===== config.mk =====
export PLATFORM = sky130hd
export DESIGN_NAME = opfetch_reset_gen
export DESIGN_NICKNAME = d
export VERILOG_FILES = /design/src/rtl/rstgen_pkg.sv /design/src/rtl/rstgen_sw_filter.sv /design/src/rtl/rstgen_por_timer.sv /design/src/rtl/rstgen_arm_oneshot.sv /design/src/rtl/opfetch_reset_gen.sv
export SDC_FILE = /design/constraint.sdc
export NUM_CORES = 1
export LEC_CHECK = 0
export BUFFER_PORTS_ARGS = -buffer_cell sky130_fd_sc_hd__buf_2
export CAP_MARGIN = 30
export CORE_ASPECT_RATIO = 0.7
export CORE_MARGIN = 2
export CORE_UTILIZATION = 35
export CTS_BUF_LIST = sky130_fd_sc_hd__clkbuf_8
export CTS_CLUSTER_SIZE = 40
export DETAILED_ROUTE_END_ITERATION = 8
export SYNTH_ARGS = -nofsm -noshare
export SYNTH_HDL_FRONTEND = slang
export SYNTH_SLANG_ARGS = --single-unit

===== constraint.sdc =====
create_clock -name clk -period 2.3 [get_ports clk]
set_input_delay 0.115 -clock clk [delete_from_list [all_inputs] [get_ports clk]]
set_output_delay 0.115 -clock clk [all_outputs]
set_load 0.01 [all_outputs]

===== src/rtl/rstgen_pkg.sv =====
// Shared types and helpers for the opcode-synchronized reset generator.
// Assumes integer clock frequencies that are a multiple of 1 MHz.
package rstgen_pkg;

    // Debounced switch state
    typedef enum logic {
        SW_OPEN   = 1'b0,
        SW_CLOSED = 1'b1
    } sw_level_e;

    // Convert a width in microseconds into clock cycles, never below one
    function automatic int unsigned us_to_cycles(input int unsigned clk_hz,
                                                 input int unsigned us);
        int unsigned cyc;
        cyc = (clk_hz / 1_000_000) * us;
        return (cyc == 0) ? 1 : cyc;
    endfunction

endpackage


===== src/rtl/rstgen_sw_filter.sv =====
// Switch conditioner: brings the raw switch level into the clock domain through
// a SYNC_STAGES-deep flop chain. It then accepts a new level only after that
// level has been seen on DEBOUNCE_CYC consecutive edges.
// Assumes: por_n is synchronous to clk; DEBOUNCE_CYC >= 1.
module rstgen_sw_filter
    import rstgen_pkg::*;
#(
    parameter int unsigned SYNC_STAGES  = 2,
    parameter int unsigned DEBOUNCE_CYC = 16
) (
    input  logic      clk,
    input  logic      por_n,
    input  logic      sw_raw,
    output sw_level_e sw_state
);

    localparam int unsigned DW = $clog2(DEBOUNCE_CYC + 1);

    logic [SYNC_STAGES-1:0] sync_q;
    logic                   sync_out;
    logic [DW-1:0]          db_cnt;

    generate
        if (SYNC_STAGES == 1) begin : g_sync_single
            // Single-stage capture of the switch level
            always_ff @(posedge clk) begin
                if (!por_n) sync_q <= '0;
                else        sync_q <= sw_raw;
            end
        end else begin : g_sync_chain
            // Shift the switch level through the synchronizer chain
            always_ff @(posedge clk) begin
                if (!por_n) sync_q <= '0;
                else        sync_q <= {sync_q[SYNC_STAGES-2:0], sw_raw};
            end
        end
    endgenerate

    assign sync_out = sync_q[SYNC_STAGES-1];

    // Count consecutive disagreement and flip the accepted level when it lasts
    always_ff @(posedge clk) begin
        if (!por_n) begin
            db_cnt   <= '0;
            sw_state <= SW_OPEN;
        end else if (sync_out != logic'(sw_state)) begin
            if (db_cnt == DW'(DEBOUNCE_CYC - 1)) begin
                db_cnt   <= '0;
                sw_state <= sw_level_e'(sync_out);
            end else begin
                db_cnt <= db_cnt + 1'b1;
            end
        end else begin
            db_cnt <= '0;
        end
    end

endmodule


===== src/rtl/rstgen_por_timer.sv =====
// Power-up timer: counts cycles since por_n went high, saturating at CLEAR_CYC.
// "released" allows the reset line to go high; "cleared" allows manual arming.
// Assumes: CLEAR_CYC > RELEASE_CYC >= 1.
module rstgen_por_timer #(
    parameter int unsigned RELEASE_CYC = 64,
    parameter int unsigned CLEAR_CYC   = 128
) (
    input  logic clk,
    input  logic por_n,
    output logic released,
    output logic cleared
);

    localparam int unsigned PW = $clog2(CLEAR_CYC + 1);

    logic [PW-1:0] up_cnt;

    // Saturating count of cycles with power good
    always_ff @(posedge clk) begin
        if (!por_n)                        up_cnt <= '0;
        else if (up_cnt != PW'(CLEAR_CYC)) up_cnt <= up_cnt + 1'b1;
    end

    assign released = (up_cnt >= PW'(RELEASE_CYC));
    assign cleared  = (up_cnt == PW'(CLEAR_CYC));

endmodule


===== src/rtl/rstgen_arm_oneshot.sv =====
// Arming flag and one-shot. The flag is set by a falling edge of m1_n while the
// debounced switch is closed. It is cleared while the switch is open or before
// the power-up clear time. Its rising edge loads a PULSE_CYC down-counter.
// pulse_next is 1 when the reset line should be low after the coming edge.
// Assumes: m1_n comes from logic clocked by clk.
module rstgen_arm_oneshot
    import rstgen_pkg::*;
#(
    parameter int unsigned PULSE_CYC = 32
) (
    input  logic      clk,
    input  logic      por_n,
    input  logic      cleared,
    input  sw_level_e sw_state,
    input  logic      m1_n,
    output logic      pulse_next
);

    localparam int unsigned CW = $clog2(PULSE_CYC + 1);

    logic          m1_prev;
    logic          m1_fall;
    logic          armed_q;
    logic          armed_d;
    logic          fire;
    logic [CW-1:0] pulse_cnt;

    // Remember the previous fetch-strobe level for edge detection
    always_ff @(posedge clk) begin
        if (!por_n) m1_prev <= 1'b1;
        else        m1_prev <= m1_n;
    end

    assign m1_fall = m1_prev && !m1_n;

    // Arm on a fetch edge while closed; disarm while open or too early
    always_ff @(posedge clk) begin
        if (!por_n)                               armed_q <= 1'b0;
        else if (!cleared || sw_state == SW_OPEN) armed_q <= 1'b0;
        else if (m1_fall)                         armed_q <= 1'b1;
    end

    // Delayed copy of the flag so only its rising edge fires
    always_ff @(posedge clk) begin
        if (!por_n) armed_d <= 1'b0;
        else        armed_d <= armed_q;
    end

    assign fire = armed_q && !armed_d;

    // One-shot width counter, loaded on the flag's rising edge
    always_ff @(posedge clk) begin
        if (!por_n)              pulse_cnt <= '0;
        else if (fire)           pulse_cnt <= CW'(PULSE_CYC);
        else if (pulse_cnt != 0) pulse_cnt <= pulse_cnt - 1'b1;
    end

    assign pulse_next = fire || (pulse_cnt > CW'(1));

endmodule


===== src/rtl/opfetch_reset_gen.sv =====
// Top level: system reset generator. Reset is held after power-up for
// RELEASE_CYC cycles. After that, a manual switch closure yields one pulse of
// PULSE_CYC cycles that starts on the edge after a falling edge of the
// opcode-fetch strobe.
// Assumes: all inputs except sw_closed are synchronous to clk.
module opfetch_reset_gen
    import rstgen_pkg::*;
#(
    parameter int unsigned CLK_HZ       = 4_000_000,
    parameter int unsigned PULSE_US     = 8,
    parameter int unsigned RELEASE_CYC  = 64,
    parameter int unsigned CLEAR_CYC    = 128,
    parameter int unsigned DEBOUNCE_CYC = 16,
    parameter int unsigned SYNC_STAGES  = 2
) (
    input  logic clk,
    input  logic por_n,
    input  logic sw_closed,
    input  logic m1_n,
    output logic rst_n
);

    localparam int unsigned PULSE_CYC = us_to_cycles(CLK_HZ, PULSE_US);

    sw_level_e sw_state;
    logic      released;
    logic      cleared;
    logic      pulse_next;
    logic      rst_q;

    rstgen_sw_filter #(
        .SYNC_STAGES  (SYNC_STAGES),
        .DEBOUNCE_CYC (DEBOUNCE_CYC)
    ) u_sw (
        .clk      (clk),
        .por_n    (por_n),
        .sw_raw   (sw_closed),
        .sw_state (sw_state)
    );

    rstgen_por_timer #(
        .RELEASE_CYC (RELEASE_CYC),
        .CLEAR_CYC   (CLEAR_CYC)
    ) u_por (
        .clk      (clk),
        .por_n    (por_n),
        .released (released),
        .cleared  (cleared)
    );

    rstgen_arm_oneshot #(
        .PULSE_CYC (PULSE_CYC)
    ) u_shot (
        .clk        (clk),
        .por_n      (por_n),
        .cleared    (cleared),
        .sw_state   (sw_state),
        .m1_n       (m1_n),
        .pulse_next (pulse_next)
    );

    // Registered reset output: low before release and during a pulse
    always_ff @(posedge clk) begin
        if (!por_n) rst_q <= 1'b0;
        else        rst_q <= released && !pulse_next;
    end

    assign rst_n = rst_q;

endmodule


==> impl_metrics.sql <==
INSERT INTO impl_metrics (metric_group, metric, value, unit) VALUES
('critical_path', 'reg2reg_setup_slack', '0.71', 'ns'),
('synthesis', 'synthCells', '119', ''),
('critical_path', 'critPathKind', 'reg2reg', ''),
('global_route', 'globalRouteTotalUtil', '0.126', ''),
('clocking', 'postCtsSetupBuffers', '0', ''),
('synthesis', 'synth.yosys.seq_area_share', '0.455', ''),
('synthesis', 'synth_top_area_share', '0.455', ''),
('die', 'initial_utilization', '0.366', ''),
('finish', 'utilization', '0.399', ''),
('die', 'core_area', '3130', 'um^2'),
('finish', 'antenna-diode-count', '0', ''),
('sta', 'final_period_minus_worst_setup_slack', '1.59', 'ns'),
('synthesis', 'postSynthAreaPerCell', '9.62', 'um^2'),
('synthesis', 'synth_seq_cells', '26', ''),
('sta', 'setup_tns', '0', 'ns'),
('clocking', 'number_of_buffers_added_to_fix_hold_violations_after_cts', '0', ''),
('power', 'p_per_area', '942', 'nW/um^2'),
('min_path', 'min-delay-path-class', 'in2reg', ''),
('critical_path', 'r2r-start', 'u_sw.db_cnt[0]$_SDFF_PP0_', ''),
('synthesis', 'synth_enable_flop_cells', '0', ''),
('critical_path', 'worstPathRequired', '2.51', 'ns'),
('power', 'worst_ir_drop_vdd', '0.369', 'mV'),
('global_route', 'grt_max_degree', '14', ''),
('clocking', 'cts_repair_resize_count', '0', ''),
('synthesis', 'yosys.area.top_type', 'dfxtp_1', ''),
('finish', 'nFillCells', '316', ''),
('power', 'power_leakage', '0.490', 'nW'),
('sta', 'slew-limit-headroom', '0.795', ''),
('detailed_routing', 'firstDrtPassIters', '4', ''),
('synthesis', 'synthMostInstantiatedCell', 'dfxtp_1', ''),
('placed_design', 'finalWeightedCongestion', '0.855', ''),
('sta', 'finalHoldWorstSlack', '0.0467', 'ns'),
('synthesis', 'synth.cells.most_frequent', 'dfxtp_1, nor2_1, inv_1', ''),
('critical_path', 'critical_path_peak_fanout', '5', ''),
('flow_run', 'max-cap-violations', '0', ''),
('critical_path', 'endpoint_of_the_worst_slack_reg_to_reg_timing_path', 'u_sw.db_cnt[2]$_SDFF_PP0_', ''),
('synthesis', 'cell_area_after_technology_mapping', '1140', 'um^2'),
('sta', 'final_hold_viol_count', '0', ''),
('critical_path', 'endpoint_kind', 'flop', ''),
('clocking', 'numClockSinks', '26', ''),
('die', 'io_pins', '5', ''),
('clocking', 'max-clock-path-buffers', '2', ''),
('detailed_routing', 'antenna_left', '0', ''),
('clocking', 'tritoncts', 'done', ''),
('synthesis', 'synth_flop_cell', 'dfxtp_1', ''),
('sta', 'rsz0062_at_grt', 'no', ''),
('finish', 'drive_above_1_share', '0.0960', ''),
('die', 'rows', '17', ''),
('die', 'die_w', '72.4', 'um'),
('synthesis', 'yosysWarnings', '0', ''),
('clocking', 'clock_insertion_delay_worst_skew', '0.27', 'ns'),
('global_route', 'first_global_vias', '794', ''),
('min_path', 'timing.hold.worst_path_depth', '2', ''),
('outcome', 'outcome', 'completed', ''),
('synthesis', 'synth_fp_nets', '130', ''),
('sta', 'worst_clock_skew', '0.00873', 'ns'),
('detailed_routing', 'via_count_of_the_routed_design', '806', ''),
('sta', 'min_period_over_period', '0.692', ''),
('detailed_routing', 'detail_route.wl_per_cell', '11.7', 'um'),
('die', 'design.die.area', '3750', 'um^2'),
('global_route', 'grt_overflow', '0', ''),
('synthesis', 'yosys-top-cells-area', 'dfxtp_1, ha_1, xnor2_1', ''),
('clocking', 'tritoncts.num_buffers', '3', ''),
('clocking', 'htree_levels', '1', ''),
('clocking', 'clockRootBuffer', 'clkbuf_8', ''),
('sta', 'finalSetupViolCount', '0', ''),
('critical_path', 'cp_data_arrival_time', '1.80', 'ns'),
('sta', 'max_slew.worst_pin.slew', '0.305', 'ns'),
('min_path', 'min_from', 'm1_n', ''),
('clocking', 'path_clk_slew', '0.09', 'ns'),
('finish', 'synthToLayoutAreaGrowth', '9.07', '%');
-- cells by family after synthesis --
family                     after synthesis  share of synthesized area
buffers and inverters                    9                     0.0306
AOI/OAI and AO/OA                       13                     0.0754
and+or+nand+nor                         52                      0.268
adders and majority gates                7                     0.0765
DFF                                     26                      0.455
xor gates and xnor gates                 9                     0.0689
muxes                                    3                     0.0262
-- state kept, by name, summed over array words and instances (netlist names) --
name / cells
rst_n: 1
u_por.up_cnt: 8
u_shot.armed_d: 1
u_shot.armed_q: 1
u_shot.m1_prev: 1
u_shot.pulse_cnt: 6
u_sw.db_cnt: 5
u_sw.sw_state: 1
u_sw.sync_q: 2
-- metrics by stage --
step	power, mW	instances	setup WS, ns	cell area (um^2)
after floorplan	0.873	119	0.833	1140
after global placement	0.927	160	0.794	1210
after detailed placement	0.935	160	0.698	1210
after CTS	1.19	163	0.694	1250
after global routing	1.27	163	0.614	1250
final	1.18	163	0.709	1250
-- worst max-delay path by stage --
stage          depth (start not counted)                        end  slack, ns                 startpoint
6_report                               5  u_sw.db_cnt[2]$_SDFF_PP0_       0.71  u_sw.db_cnt[0]$_SDFF_PP0_
5_1_grt                                5  u_sw.db_cnt[2]$_SDFF_PP0_       0.61  u_sw.db_cnt[0]$_SDFF_PP0_
4_1_cts                                5  u_sw.db_cnt[2]$_SDFF_PP0_       0.69  u_sw.db_cnt[0]$_SDFF_PP0_
3_5_place_dp                           5  u_sw.db_cnt[2]$_SDFF_PP0_       0.70  u_sw.db_cnt[0]$_SDFF_PP0_
3_3_place_gp                           5  u_sw.db_cnt[2]$_SDFF_PP0_       0.79  u_sw.db_cnt[0]$_SDFF_PP0_
2_1_floorplan                          5  u_sw.db_cnt[2]$_SDFF_PP0_       0.83  u_sw.db_cnt[0]$_SDFF_PP0_
-- metal layers --
layer  share of wire  global-route usage  vias to the layer above
met5               0                   0                        -
met4           0.022              0.0566                        0
met3           0.029              0.0465                        4
met2            0.43               0.187                        8
met1            0.52               0.164                      362
li1                -                   -                      432
-- worst max-delay path: stages (launching register included) --
cell and delay [ns]:
dfxtp_1 0.33, ha_1 0.22, and3_1 0.19, ha_1 0.21, or3_1 0.45, nor2_1 0.14
-- power breakdown --
part	switching (mW)	leakage, nW	internal [mW]	total [mW]
combinational	0.195	0.256	0.170	0.365
clock	0.137	0.0216	0.117	0.255
sequential	0.0569	0.212	0.499	0.556
total	0.389	0.490	0.787	1.18
-- cell type report --
cell class | instances | area [um^2] | share of cell area
inverter | 8 | 30.0 | 0.0240
clock buffer | 3 | 41.3 | 0.0331
multi-input combinational | 84 | 589 | 0.472
tap | 38 | 47.5 | 0.0381
sequential | 26 | 520 | 0.417
timing repair buffer | 4 | 20.0 | 0.0160
-- layout by cell type (no fill, tap or decap), drive strengths merged, types with 4 or more instances in the layout --
cell   Yosys  final
dfxtp     26     26
buf        1      4
nand3      6      6
xnor2      6      6
nor2      12     12
or3        5      5
o21ai      4      4
inv        8      8
nor3       8      8
ha         7      7
nand2      5      5
Power figures use the tool's default switching activity.
